==> src/rtl/pq_pkg.sv <==
package pq_pkg;
    typedef enum logic [1:0] {
        FS_IDLE    = 2'd0,
        FS_FETCH   = 2'd1,
        FS_DISCARD = 2'd2
    } fetch_state_t;
endpackage

==> src/rtl/pq_store.sv <==
module pq_store #(
    parameter int DEPTH = 6,
    parameter int LANES = 2,
    parameter int CNT_W = 3
) (
    input  logic               clk,
    input  logic               rst_n,
    input  logic               clear,
    input  logic               push,
    input  logic [1:0]         push_cnt,
    input  logic [8*LANES-1:0] push_data,
    input  logic               pop,
    output logic [CNT_W-1:0]   level,
    output logic [7:0]         head,
    output logic               valid
);
    localparam int PTR_W = (DEPTH > 1) ? $clog2(DEPTH) : 1;

    logic [7:0]       slots [DEPTH];
    logic [PTR_W-1:0] rd_ptr, wr_ptr;
    logic             pop_fire;
    logic [CNT_W-1:0] add_cnt;

    function automatic logic [PTR_W-1:0] wrap(input int v);
        return PTR_W'(v % DEPTH);
    endfunction

    assign valid    = (level != '0);
    assign head     = slots[rd_ptr];
    assign pop_fire = pop && valid && !clear;
    assign add_cnt  = push ? CNT_W'(push_cnt) : '0;

    always_ff @(posedge clk) begin
        if (!rst_n) begin
            rd_ptr <= '0;
            wr_ptr <= '0;
            level  <= '0;
            for (int i = 0; i < DEPTH; i++) slots[i] <= '0;
        end else if (clear) begin
            rd_ptr <= '0;
            wr_ptr <= '0;
            level  <= '0;
        end else begin
            for (int i = 0; i < LANES; i++) begin
                if (push && i < int'(push_cnt))
                    slots[wrap(int'(wr_ptr) + i)] <= push_data[8*i +: 8];
            end
            if (push)     wr_ptr <= wrap(int'(wr_ptr) + int'(push_cnt));
            if (pop_fire) rd_ptr <= wrap(int'(rd_ptr) + 1);
            level <= level + add_cnt - CNT_W'(pop_fire);
        end
    end

    // fill level never exceeds capacity
    a_r1_no_overflow: assert property (@(posedge clk) disable iff (!rst_n)
        int'(level) <= DEPTH);

    // a pop on an empty queue, with nothing arriving, leaves it empty
    a_r6_empty_pop_ignored: assert property (@(posedge clk) disable iff (!rst_n)
        (!valid && pop && !push) |=> !valid);
endmodule

==> src/rtl/pq_fetch_ctl.sv <==
module pq_fetch_ctl
    import pq_pkg::*;
#(
    parameter int                BUS_BYTES  = 2,
    parameter int                ADDR_W     = 20,
    parameter int                DEPTH      = 6,
    parameter int                CNT_W      = 3,
    parameter logic [ADDR_W-1:0] RESET_ADDR = '0
) (
    input  logic              clk,
    input  logic              rst_n,
    input  logic              flush,
    input  logic [ADDR_W-1:0] flush_addr,
    input  logic              mem_ack,
    input  logic [CNT_W-1:0]  level,
    output logic              mem_req,
    output logic [ADDR_W-1:0] mem_addr,
    output logic              take,
    output logic              skip_low
);
    localparam logic [ADDR_W-1:0] LOW_MASK = ADDR_W'(BUS_BYTES - 1);
    localparam logic [ADDR_W-1:0] STEP     = ADDR_W'(BUS_BYTES);

    fetch_state_t      state, state_nx;
    logic [ADDR_W-1:0] cur_addr, pend_addr, tgt_addr;
    logic              cur_skip, pend_skip, tgt_skip, has_room;

    assign tgt_addr = flush_addr & ~LOW_MASK;
    assign tgt_skip = (BUS_BYTES == 2) && flush_addr[0];
    assign has_room = (CNT_W'(DEPTH) - level) >= CNT_W'(BUS_BYTES);

    always_ff @(posedge clk) begin
        if (!rst_n) state <= FS_IDLE;
        else        state <= state_nx;
    end

    always_comb begin
        state_nx = state;
        unique case (state)
            FS_IDLE:    if (flush || has_room) state_nx = FS_FETCH;
            FS_FETCH:   if (flush && !mem_ack) state_nx = FS_DISCARD;
                        else if (flush)        state_nx = FS_FETCH;
                        else if (mem_ack)      state_nx = FS_IDLE;
            FS_DISCARD: if (mem_ack)           state_nx = FS_FETCH;
            default:    state_nx = FS_IDLE;
        endcase
    end

    always_ff @(posedge clk) begin
        if (!rst_n) begin
            cur_addr  <= RESET_ADDR & ~LOW_MASK;
            cur_skip  <= (BUS_BYTES == 2) && RESET_ADDR[0];
            pend_addr <= '0;
            pend_skip <= 1'b0;
        end else begin
            unique case (state)
                FS_IDLE: if (flush) begin
                    cur_addr <= tgt_addr;
                    cur_skip <= tgt_skip;
                end
                FS_FETCH: if (flush && !mem_ack) begin
                    pend_addr <= tgt_addr;
                    pend_skip <= tgt_skip;
                end else if (flush) begin
                    cur_addr <= tgt_addr;
                    cur_skip <= tgt_skip;
                end else if (mem_ack) begin
                    cur_addr <= cur_addr + STEP;
                    cur_skip <= 1'b0;
                end
                FS_DISCARD: if (flush && mem_ack) begin
                    cur_addr <= tgt_addr;
                    cur_skip <= tgt_skip;
                end else if (flush) begin
                    pend_addr <= tgt_addr;
                    pend_skip <= tgt_skip;
                end else if (mem_ack) begin
                    cur_addr <= pend_addr;
                    cur_skip <= pend_skip;
                end
                default: ;
            endcase
        end
    end

    always_comb begin
        mem_req  = (state != FS_IDLE);
        mem_addr = cur_addr;
        take     = (state == FS_FETCH) && mem_ack && !flush;
        skip_low = cur_skip;
    end

    // request and address held until acknowledged
    a_r2_hold_request: assert property (@(posedge clk) disable iff (!rst_n)
        (mem_req && !mem_ack) |=> (mem_req && $stable(mem_addr)));

    // bus addresses are aligned to the bus width
    a_r4_aligned_addr: assert property (@(posedge clk) disable iff (!rst_n)
        mem_req |-> ((mem_addr & LOW_MASK) == '0));
endmodule

==> src/rtl/prefetch_queue.sv <==
module prefetch_queue #(
    parameter int                BUS_BYTES  = 2,
    parameter int                ADDR_W     = 20,
    parameter logic [ADDR_W-1:0] RESET_ADDR = '0
) (
    input  logic                   clk,
    input  logic                   rst_n,
    input  logic                   flush,
    input  logic [ADDR_W-1:0]      flush_addr,
    output logic                   mem_req,
    output logic [ADDR_W-1:0]      mem_addr,
    input  logic                   mem_ack,
    input  logic [8*BUS_BYTES-1:0] mem_rdata,
    output logic                   byte_valid,
    output logic [7:0]             byte_data,
    input  logic                   pop
);
    localparam int DEPTH = (BUS_BYTES == 2) ? 6 : 4;
    localparam int CNT_W = $clog2(DEPTH + 1);

    logic [CNT_W-1:0]       level;
    logic                   take, skip_low;
    logic [8*BUS_BYTES-1:0] lane_data;
    logic [1:0]             lane_cnt;

    generate
        if (BUS_BYTES == 2) begin : g_wide
            assign lane_data = skip_low ? {8'h00, mem_rdata[15:8]} : mem_rdata;
            assign lane_cnt  = skip_low ? 2'd1 : 2'd2;
        end else begin : g_narrow
            assign lane_data = mem_rdata;
            assign lane_cnt  = skip_low ? 2'd0 : 2'd1;
        end
    endgenerate

    pq_fetch_ctl #(
        .BUS_BYTES (BUS_BYTES),
        .ADDR_W    (ADDR_W),
        .DEPTH     (DEPTH),
        .CNT_W     (CNT_W),
        .RESET_ADDR(RESET_ADDR)
    ) u_ctl (
        .clk       (clk),
        .rst_n     (rst_n),
        .flush     (flush),
        .flush_addr(flush_addr),
        .mem_ack   (mem_ack),
        .level     (level),
        .mem_req   (mem_req),
        .mem_addr  (mem_addr),
        .take      (take),
        .skip_low  (skip_low)
    );

    pq_store #(
        .DEPTH(DEPTH),
        .LANES(BUS_BYTES),
        .CNT_W(CNT_W)
    ) u_store (
        .clk      (clk),
        .rst_n    (rst_n),
        .clear    (flush),
        .push     (take),
        .push_cnt (lane_cnt),
        .push_data(lane_data),
        .pop      (pop),
        .level    (level),
        .head     (byte_data),
        .valid    (byte_valid)
    );

    // a read begins only with room for a whole word
    a_r3_room_on_issue: assert property (@(posedge clk) disable iff (!rst_n)
        $rose(mem_req) |-> ((DEPTH - int'(level)) >= BUS_BYTES));

    // a flush leaves the queue empty in the next cycle
    a_r7_flush_empties: assert property (@(posedge clk) disable iff (!rst_n)
        flush |=> !byte_valid);
endmodule

==> config.mk <==
export PLATFORM = sky130hd
export DESIGN_NAME = prefetch_queue
export DESIGN_NICKNAME = d
export VERILOG_FILES = /design/src/rtl/pq_pkg.sv /design/src/rtl/pq_store.sv /design/src/rtl/pq_fetch_ctl.sv /design/src/rtl/prefetch_queue.sv
export SDC_FILE = /design/constraint.sdc
export NUM_CORES = 1
export LEC_CHECK = 0
export CORE_UTILIZATION = 50
export CTS_BUF_LIST = sky130_fd_sc_hd__clkbuf_4
export DETAILED_ROUTE_END_ITERATION = 7
export PLACE_DENSITY = 0.74
export SYNTH_ARGS = -nofsm -noshare
export SYNTH_HDL_FRONTEND = slang
export SYNTH_HIERARCHICAL = 1
export SYNTH_SLANG_ARGS = --single-unit
==> constraint.sdc <==
create_clock -name clk -period 3.3 [get_ports clk]
set_clock_uncertainty 0.2 [all_clocks]
set_input_delay 0.66 -clock clk [delete_from_list [all_inputs] [get_ports clk]]
set_output_delay 0.66 -clock clk [all_outputs]
set_load 0.005 [all_outputs]
==> summary.md <==
| Metric | Value |
|---|---|
| Status | `completed` |
| FFs w/ async S/R, synth | `0%` |
| Initial antenna violation count | `0` |
| Worst-path clk slew | `roughly 0.1 ns` |
| Vias per std cell | `6.220` |
| CTS tree | `yes` |
| HPWL after DPL | `13090 um` |
| CTS root buf | `clkbuf_4` |
| Pleak | `0.003212 uW` |
| Initial Util | `between 50% and 60%` |
| Top-level I/O count | `71` |
| DR vias | `5841` |
| Worst EP required | `between 2 and 2.5 ns` |
| Comb pwr share | `~18%` |
| Final setup violation count | `0` |
| Total Wirelength | `around 18000 um` |
| Mux share of post-synthesis cell area | `around 13%` |
| Final period util | `97.71%` |
| Sequential element share of the synthesized area | `around 42%` |
| Syn nets | `about 730` |
| Slew @ Worst Pin | `0.9265 ns` |
| Die area | `0.01476 sq mm` |
| Vias in the first global route | `5791` |
| Port buffer count | `69` |
| Share of power burned in registers | `49.5%` |
| Adder-cell share of the synthesized area | `4.243%` |
| Placed cell areas | `0.008060 sq mm` |
| Post-synth EDFFs | `64` |
| Fin area | `roughly 0.0084 sq mm` |
| CP Capture Type | `output pin` |
| F_max | `310.1 MHz` |
| R2R Path Start | `u_store/wr_ptr[1]` |
| ANT cells | `0` |
| Tightest Hold Check Type | `reg2reg` |
| CTS Hold Bufs | `0` |
| Clk sink count | `118` |
| Horiz. Die Dim | `121.5 um` |
| CTS Buf Count | `17` |
| Crit Path Max Fanout | `8` |
| Crit path kind | `reg2out` |
| Final Max Tran Viols | `0` |
| GPL Wtd Cong | `0.8478` |
| Pre-antenna DRT Iters | `5` |
| Max_slew headroom | `37.96%` |
| Reg-to-reg slack, setup | `0.17 ns` |
| First-pass GRT wire length | `29280 um` |
| Post-Synth XOR/XNOR Area | `1.210%` |
| Max Cap Viol | `0` |
| Reg2reg path depth | `10` |
| Critical Path Start Type | `register` |
| WHS Endpoint | `u_ctl/pend_addr[3]` |
| Worst Hold Depth | `2` |
| Min-Delay Startpoint | `u_ctl/pend_addr[3]` |
| Net Sw Power | `963.0 uW` |
| Worst IR Drop VDD | `0.2546 mV` |
| Gr usage total | `26.26%` |
| Ys Warns | `6` |
| Antenna viol nets, final | `0` |
| Later-pin clock latency in the skew report | `0.52 ns` |
| Post-Syn Area | `0.007137 sq mm` |
| P_int | `2430 uW` |
| Core Area | `0.01388 sq mm` |
| Sw Share | `28.38%` |
| Grt ovf | `0` |
| Simple-gate share of the synthesized area | `between 15 and 20%` |
| Avg WL per Cell | `19.68 um` |
| # DRC | `0` |
| Mapped Cells | `665` |
| Layout cell share with drive strength beyond 1 | `around a fifth` |
| R2r endpoint | `u_store/slots[4][4]` |
| Main combinational cell family by area after synthesis | `compound AO/OA/AOI/OAI gates` |
| Nets | `810` |
| Final core occ | `60.79%` |
| Largest net degree at the start of global routing | `46` |
| Row Count | `43` |
| Iter 0 DRT Violations | `around 460` |
| Worst-case clock buffer depth | `2` |
| Hold Fails Final Rpt | `0` |
| TNS Setup | `0 ns` |
| H-tree depth | `4` |
| Synth Area in Compound Gates | `approximately a fifth` |
| Flops & latches, synth | `approximately 120` |
| PwrDens | `402.1 mW/mm^2` |
| Area delta synth->final | `18.23%` |
| Synthesized area per cell | `~11 sq um` |
| Pwr Total | `3393 uW` |
| CP Data Arrival Time | `approximately 2.4 ns` |
| Post-synth top flop | `edfxtp_1` |
| Clock share of power | `32.3%` |
| Die Ht | `121.5 um` |
| Synth cell types | `a little over 80` |
| Post-route minimum period | `between 3 and 4 ns` |
## flip-flops by register name, indices dropped and copies added (netlist names), named ones only
name,flops
u_ctl/pend_addr,19
u_store/rd_ptr,3
u_ctl/pend_skip,1
u_ctl/skip_low,1
u_ctl/mem_addr,19
u_store/level,3
u_store/slots,64
u_ctl/state,2
u_store/wr_ptr,3
## cells by family after synthesis
kind of cell / after synthesis
simple gates: 208
compound gates: 179
flops: 118
buf+inv: 65
mux: 62
fa+ha+maj: 23
xor+xnor: 9
other cells: 1
## area by class of cell
class / instances / area (sq um)
tap: 180 / 225.2
clock inverter: 13 / 156.4
fill: 1180 / 5443
multi-input combinational: 482 / 3811
clock buffer: 19 / 142.6
inverter: 22 / 82.58
timing repair buffer: 105 / 1013
sequential: 118 / 3007
## cells in the final DEF (no fill, tap or decap), types with 7 or more instances in the layout
master,instances
a221oi_1,13
nor2b_1,9
dfxtp_1,53
nor2_1,35
inv_1,22
a21oi_1,19
clkbuf_4,19
a22o_1,8
a32o_1,32
ha_1,21
a21boi_1,14
buf_4,33
mux2_2,37
clkdlybuf4s50_1,66
mux4_2,17
o21ai_0,27
edfxtp_1,64
or3_1,7
nand2_1,73
a21boi_0,9
and2_1,19
## power by group through the flow
stage	Clock [uW]	Combinational (uW)	Sequential, uW
6_report	1100	618	1680
2_1_floorplan	0	363	1690
3_3_place_gp	0	592	1710
4_1_cts	1120	612	1680
3_5_place_dp	0	603	1710
5_1_grt	1180	666	1690
## metrics by stage
step	hold WS, ns	setup slack, ns	std cells
6_report	0.2676	0.07566	939
2_1_floorplan	0.2302	0.06550	665
3_5_place_dp	0.2506	0.1492	904
5_1_grt	0.2847	-0.007214	939
4_1_cts	0.2646	0.01931	937
3_3_place_gp	0.2394	0.2254	904
## what timing repair did
| item | in CTS | in global routing |
|---|---|---|
| resized for setup | 6 | 3 |
| setup buffers | 0 | 2 |
| pin swaps | 0 | 1 |
| endpoints found under the setup margin | 8 | 27 |
| cloned | 1 | 0 |
## cell usage after synthesis (19+ instances only)
cell	n	area (sq um)
a21oi_1	19	95.09
nor2_1	35	131.4
and2_1	19	118.9
nand2_1	73	274.0
mux2_2	37	416.7
o21ai_0	27	135.1
edfxtp_1	64	1922
dfxtp_1	54	1081
ha_1	21	262.8
a32o_1	32	320.3
inv_1	22	82.58
## worst max path at each step
stage               depth (start not counted)                   to              start
finish                                      4         byte_data[6]           register
floorplan                                   8  u_store/slots[6][0]              flush
global placement                            9  u_store/slots[2][0]              flush
CTS                                         4         byte_data[5]           register
detailed placement                          9  u_store/slots[4][5]  u_store/wr_ptr[1]
global route                               10  u_store/slots[4][4]  u_store/wr_ptr[1]
## worst max-delay path, stage by stage (launching register included)
cell and delay (ns):
dfxtp_4 0.41, buf_12 0.15, mux4_2 0.56, mux2_2 0.28
clkdlybuf4s50_1 0.44
## routing by layer
layer  vias up  wire, um  global-route usage, %  part of all wire (%)
li1       2699         -                      -                     -
met5         -         0                      0                     0
met2       289      9312                  45.85                    50
met4         0       673                  13.66                   3.6
met1      2798      7258                  30.34                    39
met3        55      1241                  5.075                   6.7
Power figures use the tool's default switching activity.
